===== src/rtl/gpio_mx_pkg.sv =====
`timescale 1ns/1ps
// Package: shared constants for the address-masked GPIO.
// Assumes a 12-bit byte address and word-aligned control registers above the data window.
package gpio_mx_pkg;

    localparam int ADDR_W  = 12;
    localparam int WIDX_W  = ADDR_W - 2;
    localparam int MAX_PIN = 8;

    // Word indexes (byte offset >> 2) of the control registers.
    localparam logic [WIDX_W-1:0] IDX_DIR   = 10'h100;
    localparam logic [WIDX_W-1:0] IDX_SENSE = 10'h101;
    localparam logic [WIDX_W-1:0] IDX_BOTH  = 10'h102;
    localparam logic [WIDX_W-1:0] IDX_EVT   = 10'h103;
    localparam logic [WIDX_W-1:0] IDX_EN    = 10'h104;
    localparam logic [WIDX_W-1:0] IDX_RAW   = 10'h105;
    localparam logic [WIDX_W-1:0] IDX_MIS   = 10'h106;
    localparam logic [WIDX_W-1:0] IDX_CLR   = 10'h107;

endpackage


===== src/rtl/gpio_mx_sync.sv =====
`timescale 1ns/1ps
// Module: gpio_mx_sync
// Brings asynchronous pad inputs into the clock domain through a chain of
// STAGES flops per pin. Assumes each pin is independent (no bus coherency).
module gpio_mx_sync #(
    parameter int NPINS  = 8,
    parameter int STAGES = 2
) (
    input  logic             clk,
    input  logic             rst_n,
    input  logic [NPINS-1:0] pad_in,
    output logic [NPINS-1:0] pad_sync
);

    logic [NPINS-1:0] stage_q [STAGES];

    // Shift the pad value along the synchroniser chain.
    always_ff @(posedge clk) begin
        if (!rst_n) begin
            for (int s = 0; s < STAGES; s++) stage_q[s] <= '0;
        end else begin
            stage_q[0] <= pad_in;
            for (int s = 1; s < STAGES; s++) stage_q[s] <= stage_q[s-1];
        end
    end

    assign pad_sync = stage_q[STAGES-1];

endmodule


===== src/rtl/gpio_mx_detect.sv =====
`timescale 1ns/1ps
// Module: gpio_mx_detect
// Per-pin interrupt sensing. Level pins report the (optionally inverted)
// synchronised input directly. Edge pins latch a flag on the selected edge
// (or either edge) until a clear pulse removes it. A new edge beats a clear
// in the same cycle. Assumes pad_sync is already in the clock domain.
module gpio_mx_detect #(
    parameter int NPINS = 8
) (
    input  logic             clk,
    input  logic             rst_n,
    input  logic [NPINS-1:0] pad_sync,
    input  logic [NPINS-1:0] sense_lvl,
    input  logic [NPINS-1:0] both_edge,
    input  logic [NPINS-1:0] evt_high,
    input  logic [NPINS-1:0] clr_pulse,
    output logic [NPINS-1:0] raw_stat
);

    logic [NPINS-1:0] prev_q;

    // Remember last cycle's synchronised value for edge comparison.
    always_ff @(posedge clk) begin
        if (!rst_n) prev_q <= '0;
        else        prev_q <= pad_sync;
    end

    for (genvar i = 0; i < NPINS; i++) begin : g_pin
        logic rise, fall, hit, lvl_act, flag_q;

        assign rise    = pad_sync[i] & ~prev_q[i];
        assign fall    = ~pad_sync[i] & prev_q[i];
        assign hit     = ~sense_lvl[i] &
                         (both_edge[i] ? (rise | fall)
                                       : (evt_high[i] ? rise : fall));
        assign lvl_act = evt_high[i] ? pad_sync[i] : ~pad_sync[i];

        // Hold an edge event until acknowledged; fresh edge takes priority.
        always_ff @(posedge clk) begin
            if (!rst_n)          flag_q <= 1'b0;
            else if (hit)        flag_q <= 1'b1;
            else if (clr_pulse[i]) flag_q <= 1'b0;
        end

        assign raw_stat[i] = sense_lvl[i] ? lvl_act : flag_q;
    end

endmodule


===== src/rtl/gpio_mx_regs.sv =====
`timescale 1ns/1ps
// Module: gpio_mx_regs
// Register file and bus decode. Holds direction, sensing configuration,
// enable mask and output data. Decodes the address-masked data window and
// produces the write-one-to-clear pulse and the combined interrupt.
// Assumes single-cycle access phase writes (psel & penable & pwrite) and
// read data taken combinationally while psel is high.
module gpio_mx_regs
    import gpio_mx_pkg::*;
#(
    parameter int NPINS = 8
) (
    input  logic              clk,
    input  logic              rst_n,
    input  logic              psel,
    input  logic              penable,
    input  logic              pwrite,
    input  logic [ADDR_W-1:0] paddr,
    input  logic [NPINS-1:0]  pwdata,
    output logic [NPINS-1:0]  prdata,
    input  logic [NPINS-1:0]  pad_sync,
    input  logic [NPINS-1:0]  raw_stat,
    output logic [NPINS-1:0]  dir_q,
    output logic [NPINS-1:0]  sense_q,
    output logic [NPINS-1:0]  both_q,
    output logic [NPINS-1:0]  evt_q,
    output logic [NPINS-1:0]  en_q,
    output logic [NPINS-1:0]  out_q,
    output logic [NPINS-1:0]  clr_pulse,
    output logic              irq
);

    localparam int MASK_LO = 2;
    localparam int MASK_HI = NPINS + 1;

    logic [WIDX_W-1:0] widx;
    logic              in_window;
    logic [NPINS-1:0]  pin_mask;
    logic              wr_en;
    logic [NPINS-1:0]  pin_view;
    logic [NPINS-1:0]  mis;

    assign widx      = paddr[ADDR_W-1:2];
    assign in_window = (paddr[ADDR_W-1:ADDR_W-2] == 2'b00);
    assign pin_mask  = paddr[MASK_HI:MASK_LO];
    assign wr_en     = psel & penable & pwrite;

    // Configuration registers: plain word writes.
    always_ff @(posedge clk) begin
        if (!rst_n) begin
            dir_q   <= '0;
            sense_q <= '0;
            both_q  <= '0;
            evt_q   <= '0;
            en_q    <= '0;
        end else if (wr_en && !in_window) begin
            if (widx == IDX_DIR)   dir_q   <= pwdata;
            if (widx == IDX_SENSE) sense_q <= pwdata;
            if (widx == IDX_BOTH)  both_q  <= pwdata;
            if (widx == IDX_EVT)   evt_q   <= pwdata;
            if (widx == IDX_EN)    en_q    <= pwdata;
        end
    end

    // Output data: only pins selected by the address mask take new values.
    always_ff @(posedge clk) begin
        if (!rst_n)                  out_q <= '0;
        else if (wr_en && in_window) out_q <= (out_q & ~pin_mask) | (pwdata & pin_mask);
    end

    // One-cycle acknowledge pulse for the edge flags.
    always_comb begin
        clr_pulse = '0;
        if (wr_en && !in_window && widx == IDX_CLR) clr_pulse = pwdata;
    end

    // Pin view: driven value for outputs, synchronised pad for inputs.
    assign pin_view = (dir_q & out_q) | (~dir_q & pad_sync);
    assign mis      = raw_stat & en_q;

    // Read multiplexer; window reads are masked, unknown offsets give zero.
    always_comb begin
        prdata = '0;
        if (psel) begin
            if (in_window) begin
                prdata = pin_view & pin_mask;
            end else begin
                case (widx)
                    IDX_DIR:   prdata = dir_q;
                    IDX_SENSE: prdata = sense_q;
                    IDX_BOTH:  prdata = both_q;
                    IDX_EVT:   prdata = evt_q;
                    IDX_EN:    prdata = en_q;
                    IDX_RAW:   prdata = raw_stat;
                    IDX_MIS:   prdata = mis;
                    default:   prdata = '0;
                endcase
            end
        end
    end

    // Combined interrupt request.
    assign irq = |mis;

endmodule


===== src/rtl/gpio_masked_irq.sv =====
`timescale 1ns/1ps
// Module: gpio_masked_irq (top)
// Address-masked GPIO port with per-pin level/edge interrupt sensing.
// Assumes NPINS <= 8 so the pin mask fits address bits below the control
// register area, and a synchronous active-low reset.
module gpio_masked_irq
    import gpio_mx_pkg::*;
#(
    parameter int NPINS       = 8,
    parameter int SYNC_STAGES = 2
) (
    input  logic              clk,
    input  logic              rst_n,
    input  logic              psel,
    input  logic              penable,
    input  logic              pwrite,
    input  logic [ADDR_W-1:0] paddr,
    input  logic [NPINS-1:0]  pwdata,
    output logic [NPINS-1:0]  prdata,
    input  logic [NPINS-1:0]  pin_in,
    output logic [NPINS-1:0]  pin_out,
    output logic [NPINS-1:0]  pin_oe,
    output logic              irq
);

    logic [NPINS-1:0] pad_sync;
    logic [NPINS-1:0] raw_stat;
    logic [NPINS-1:0] dir_q, sense_q, both_q, evt_q, en_q, out_q;
    logic [NPINS-1:0] clr_pulse;

    gpio_mx_sync #(.NPINS(NPINS), .STAGES(SYNC_STAGES)) u_sync (
        .clk      (clk),
        .rst_n    (rst_n),
        .pad_in   (pin_in),
        .pad_sync (pad_sync)
    );

    gpio_mx_detect #(.NPINS(NPINS)) u_detect (
        .clk       (clk),
        .rst_n     (rst_n),
        .pad_sync  (pad_sync),
        .sense_lvl (sense_q),
        .both_edge (both_q),
        .evt_high  (evt_q),
        .clr_pulse (clr_pulse),
        .raw_stat  (raw_stat)
    );

    gpio_mx_regs #(.NPINS(NPINS)) u_regs (
        .clk       (clk),
        .rst_n     (rst_n),
        .psel      (psel),
        .penable   (penable),
        .pwrite    (pwrite),
        .paddr     (paddr),
        .pwdata    (pwdata),
        .prdata    (prdata),
        .pad_sync  (pad_sync),
        .raw_stat  (raw_stat),
        .dir_q     (dir_q),
        .sense_q   (sense_q),
        .both_q    (both_q),
        .evt_q     (evt_q),
        .en_q      (en_q),
        .out_q     (out_q),
        .clr_pulse (clr_pulse),
        .irq       (irq)
    );

    assign pin_out = out_q;
    assign pin_oe  = dir_q;

endmodule


===== config.mk =====
export PLATFORM = sky130hd
export DESIGN_NAME = gpio_masked_irq
export DESIGN_NICKNAME = d
export VERILOG_FILES = /design/src/rtl/gpio_mx_pkg.sv /design/src/rtl/gpio_mx_sync.sv /design/src/rtl/gpio_mx_detect.sv /design/src/rtl/gpio_mx_regs.sv /design/src/rtl/gpio_masked_irq.sv
export SDC_FILE = /design/constraint.sdc
export NUM_CORES = 1
export LEC_CHECK = 0
export BUFFER_PORTS_ARGS = -buffer_cell sky130_fd_sc_hd__buf_2
export CORE_ASPECT_RATIO = 0.5
export CORE_MARGIN = 2
export CORE_UTILIZATION = 60
export CTS_BUF_LIST = sky130_fd_sc_hd__clkbuf_4
export DETAILED_ROUTE_END_ITERATION = 6
export GPL_TIMING_DRIVEN = 0
export PLACE_DENSITY = 0.82
export SLEW_MARGIN = 10
export SYNTH_ARGS = -nofsm -noshare
export SYNTH_HDL_FRONTEND = slang
export SYNTH_HIERARCHICAL = 1
export SYNTH_SLANG_ARGS = --single-unit
export TNS_END_PERCENT = 50

===== constraint.sdc =====
create_clock -name clk -period 3.6 [get_ports clk]
set_clock_uncertainty 0.1 [all_clocks]
set_input_delay 0.36 -clock clk [delete_from_list [all_inputs] [get_ports clk]]
set_output_delay 0.36 -clock clk [all_outputs]
set_load 0.01 [all_outputs]

Yosys cells after proc, flatten, opt, wreduce, memory -nomap -nowiden

Memories as Yosys holds them, arrays and structs flattened.
Index checks and enable logic that the tools add are counted.

Latch bits: 0
ROM bits: 0
Input port bits: 33
Word-level logic and storage cells: 169
Memories: 1
RAM bits: 16
Output and inout port bits: 25
Register bits after elaboration: 64

Memories:

| name           | words | width | rd ports | clocked after Yosys merged registers in | wr ports | RTL line           | RTL |
|---|---|---|---|---|---|---|---|
| u_sync.stage_q | 2     | 8     | 2        | 0                                       | 2        | gpio_mx_sync.sv:15 | `logic [NPINS-1:0] stage_q [STAGES];` |

Add/subtract/negate cells: 0
Divide/modulo/power cells: 0
Multipliers: 0
Reductions and logical operators: 19
Muxes and demuxes: 56
Equality and inequality tests: 8
Bitwise operators: 70
Shifts and indexed selects: 0
Order comparisons: 0

Operators with widths:

| operator                                        | count |
|---|---|
| == test 10 x 9 -> 1 bit (second input constant) | 8 |
| case mux 8 bit (7 select lines)                 | 1 |
| 2-to-1 mux 1 bit                                | 50 |
| bitwise AND 8 bit                               | 6 |
| 2-to-1 mux 8 bit                                | 5 |
| bitwise AND 1 bit                               | 26 |
| NOT 1 bit                                       | 24 |
| NOT 8 bit                                       | 2 |
| bitwise OR 8 bit                                | 2 |
| nonzero test 2 bit                              | 8 |
| bitwise OR 1 bit                                | 10 |
| AND reduction 2 bit                             | 5 |
| OR reduction 8 bit                              | 1 |
| logical AND 1 bit                               | 3 |
| zero test 2 bit                                 | 1 |
| zero test 1 bit                                 | 1 |

Depth between registers and ports, before layout

Depth in word-level cells: 7
Depth in mapped cells: 8
Gate-level depth less buffers: 6

Cells and area by module

Netlist, hierarchy kept.

By module, submodules not included:

| module         | seq. area each (um^2) | area an instance (um^2) | cells each | instances |
|---|---|---|---|---|
| gpio_mx_regs   | 960.9                 | 3069.2                  | 372        | 1 |
| gpio_mx_detect | 320.3                 | 1109.8                  | 122        | 1 |
| gpio_mx_sync   | 320.3                 | 506.7                   | 41         | 1 |

Worst setup path before layout

OpenSTA, ideal clock, no wires.

Path kind: input -> output
From: input port paddr[7]
To: output port prdata[0]
Setup slack: 1339 ps
Stages: 5
Required time: 3140 ps
Arrival: 1801 ps
Path through: or4_4 -> buf_6 -> nor4b_2 -> o211ai_1 -> nand2_1

Word-level cells in the longest chain between the ends: 4

RTL lines:

| element                           | RTL line              | RTL |
|---|---|---|
| start, declared                   | gpio_masked_irq.sv:17 | `input logic [ADDR_W-1:0] paddr,` |
| == test 10 x 9 -> 1 bit           | gpio_mx_regs.sv:88    | `case (widx)` |
| case mux 8 bit (7 select lines) * | gpio_mx_regs.sv:88    |  |
| 2-to-1 mux 8 bit *                | gpio_mx_regs.sv:85    | `if (in_window) begin` |
| 2-to-1 mux 8 bit *                | gpio_mx_regs.sv:84    | `if (psel) begin` |
| end, declared                     | gpio_masked_irq.sv:19 | `output logic [NPINS-1:0] prdata,` |

Every way passes the cells marked *; elsewhere a longest branch is shown, timed or not.

Worst setup path in the final report

From: input port paddr[2]
To: output port prdata[6]

The elaborated chain is that of the path after synthesis.

==> impl_results.md <==
- Run status: complete, no violations
- Count of clock tree sinks: 80
- Ant diodes: 0
- Worst-path fanout max: 10
- Unrepaired setup endpoints after global routing: false
- Final HPWL from detailed placement: 10100 um
- Sum of met3 wire segment lengths after detailed routing: 2040 um
- Sw Ratio: 0.297
- Gate count after technology mapping: 535
- Remaining Overflow, GRT: 0
- Number of post-CTS setup repair buffers: 0
- Root buf cell: sky130_fd_sc_hd__clkbuf_4
- Hold buffers post-CTS: 8
- Power after layout: 1610 uW
- Vertical die dimension: 66.5 um
- Mapped cell area: 4690 um2
- Amount of wire on met2 after detailed routing: 5610 um
- Arrival time at the worst endpoint: 2840 ps
- Fraction of power consumed by combinational cells: 0.122
- Final RePlAce weighted congestion: 0.966
- Top Layer Used: met4
- Post-detailed-routing wire length: 14100 um
- Boundary Pins: 58
- Iteration count of the initial detailed-routing pass: 5
- Count of input and output buffers: 53
- Area enclosed by the die boundary: 8580 um2
- Most common cell after layout, fill and taps aside: sky130_fd_sc_hd__dfxtp_1
- Proportion of layout cells with a drive suffix above 1: 0.203
- Number of unique standard cell types used by synthesis: 51
- Number of CTS-inserted buffers: 9
- DRC errors left: 0
- Sequential cell area fraction in the yosys report: 0.342
- Static leakage: 0.00209 uW
- Largest net degree at the start of global routing: 17
- Final layout net count: 656
- Startpoint types: primary input
- X dimension of the die: 129 um
- Wire length of the first global-routing pass: 21700 um
- Register bit total from synthesis: 80
- Final count of pins violating max slew: 0
- Part of the total power dissipated in the clock network: 0.317
- Normalized max-slew margin: 0.0607
- Internal power: 1130 uW
- Initial antenna violation count: 0
- Minimum period implied by the final worst setup slack: 3300 ps
- Kind of capture point of the worst setup path: output port
- Max clock buf depth: 2
- Kind of critical path: in -> out
- Syn_area_per_cell: 8.76 um2
- TritonCTS clock tree: done
- Power per unit of standard cell area: 305 nW/um2
- Detailed-route vias per instance: 6.27
- Via count of the first global-routing pass: 3882
- Worst IR drop on VDD: 0.000204 V
- Via Count: 4515
- Switching power of the nets: 480 uW
- Total negative slack for setup checks: 0 ps
- Worst hold path type: in -> reg
- Met1 layer wirelength in the final routing: 6300 um
- Slew at the pin closest to its max-slew limit: 1400 ps
- Required time of the critical path: 3140 ps
- Synth warnings: 6
- Clock slew at the register clock pins of the worst setup and hold paths: 130 ps
- Antenna Violating Nets Remaining: 0
- DRC marker count from the first detailed-route iteration: 659
- Clock Latency Late Sink: 460 ps
- Signed area change from the synthesized netlist to the final layout: 13.0%
- Leading cell types in the layout, fill and taps excluded: 80 x sky130_fd_sc_hd__dfxtp_1, 54 x sky130_fd_sc_hd__buf_2, 51 x sky130_fd_sc_hd__nand3_1, 33 x sky130_fd_sc_hd__o21ai_0
- Max-cap violations: 0
- Cell row count: 22
- Number of H-tree levels: 3
- Core footprint: 7460 um2
- Average detailed-routed wire length per instance: 19.6 um
- Synth Net Count: 584
- End-of-flow core utilization: 0.710
- Fraction of the cycle the final worst path needs: 0.917
- Initial core utilization: 0.628
- Hold Violations, Final: 0
- Post-cts gate resize count: 0
- Overall routing resource usage: 0.344
- Proportion of power drawn by flip-flops and latches: 0.561
- Fmax: 303 MHz
- Setup-violating endpoint count in the final report: 0
## power groups by stage
| stage | logic (uW) | clock network [uW] | registers [uW] |
|---|---|---|---|
| CTS | 190 | 519 | 905 |
| detailed placement | 183 | 0 | 925 |
| floorplan | 109 | 0 | 923 |
| global placement | 181 | 0 | 924 |
| global route | 210 | 550 | 907 |
| finish | 197 | 512 | 905 |
## flip-flops by register name (all words and copies together) (netlist names), named ones only
signal,count
u_detect/prev_q,8
u_detect/g_pin.flag_q,8
u_regs/sense_q,8
u_regs/evt_q,8
u_regs/en_q,8
u_sync/stage_q,16
u_regs/dir_q,8
u_regs/both_q,8
## logic make-up (layout without fill, tap and decap cells)
logic type                 Yosys count  count (layout)  share of synthesized area
muxes                               37              37                     0.0830
AOI/OAI and AO/OA                  140             140                      0.197
and+or+nand+nor                    189             189                      0.248
buffers and inverters               65             142                     0.0732
DFF                                 80              80                      0.342
xor gates and xnor gates             8               8                     0.0150
adders and majority gates           16              16                     0.0427
## final timing paths
| path | start | endpoint | slack, ps | cells past startpoint |
|---|---|---|---|---|
| setup / recovery | paddr[2] | prdata[6] | 300 | 8 |
| hold reg to reg | u_sync/stage_q[0][3] | u_sync/stage_q[0][11] | 350 | 1 |
| hold / removal | pwdata[7] | u_regs/dir_q[7] | 130 | 3 |
| setup reg to reg | u_sync/stage_q[0][14] | u_detect/g_pin[6].flag_q | 2190 | 6 |
## per-layer routing
metal,global-route usage,vias to the layer above
met5,0,-
met4,0.0829,0
met3,0.124,19
met2,0.482,305
met1,0.497,2130
li1,-,2061
## cell usage after synthesis, drive strengths merged
| library cell | count | area [um2] |
|---|---|---|
| and3 | 8 | 50.1 |
| nor4 | 4 | 55.1 |
| o211a | 3 | 30.0 |
| nand2 | 22 | 82.6 |
| nor3b | 5 | 37.5 |
| a211oi | 8 | 60.1 |
| nor4b | 1 | 15.0 |
| nand3 | 51 | 255 |
| or4bb | 1 | 11.3 |
| nand4b | 2 | 17.5 |
| nor2 | 5 | 18.8 |
| clkbuf | 16 | 60.1 |
| a21oi | 9 | 45.0 |
| a31oi | 1 | 6.26 |
| a22o | 1 | 8.76 |
| nor3 | 6 | 30.0 |
| or3b | 1 | 8.76 |
| o311a | 3 | 30.0 |
| inv | 24 | 90.1 |
| nand3b | 21 | 158 |
| o211ai | 4 | 30.0 |
| xnor2 | 8 | 70.1 |
| and2b | 1 | 8.76 |
| dfxtp | 80 | 1600 |
| a22oi | 1 | 7.51 |
| a221oi | 1 | 8.76 |
| nand4 | 1 | 6.26 |
| a2111oi | 1 | 8.76 |
| o32ai | 4 | 35.0 |
| mux2 | 15 | 169 |
| buf | 25 | 193 |
| a21boi | 40 | 300 |
| nand2b | 4 | 25.0 |
| ha | 16 | 200 |
| nor2b | 18 | 113 |
| mux2i | 22 | 220 |
| o21ai | 57 | 289 |
| and3b | 1 | 8.76 |
| or4 | 2 | 22.5 |
| nor4bb | 1 | 10.0 |
| a32oi | 7 | 61.3 |
| or2 | 1 | 6.26 |
| and2 | 33 | 221 |
## per-stage QoR
step                cell area, um2  cells  setup WS [ps]  hold WS (ps)
finish                        5290    720            298           128
global route                  5290    720            278           116
CTS                           5290    720            502           114
detailed placement            5090    696            519           319
global placement              5090    696            543           316
floorplan                     4690    535           1340           312
## worst max-delay path, cell delays in order
cell and delay (ps):
sky130_fd_sc_hd__clkbuf_1 440, sky130_fd_sc_hd__buf_1 390, sky130_fd_sc_hd__clkbuf_1 590, sky130_fd_sc_hd__mux2i_1 440, sky130_fd_sc_hd__o32ai_1 170, sky130_fd_sc_hd__a32oi_1 200, sky130_fd_sc_hd__nand2_1 90, sky130_fd_sc_hd__buf_2 150
## final cells by class
type | count | area [um2]
clock buffer | 10 | 75.1
buffer | 41 | 253
clock inverter | 6 | 52.6
timing repair buffer | 61 | 345
fill | 636 | 2170
sequential | 80 | 1600
tap | 108 | 135
inverter | 24 | 90.1
multi-input combinational | 390 | 2740
Power figures use the tool's default switching activity.
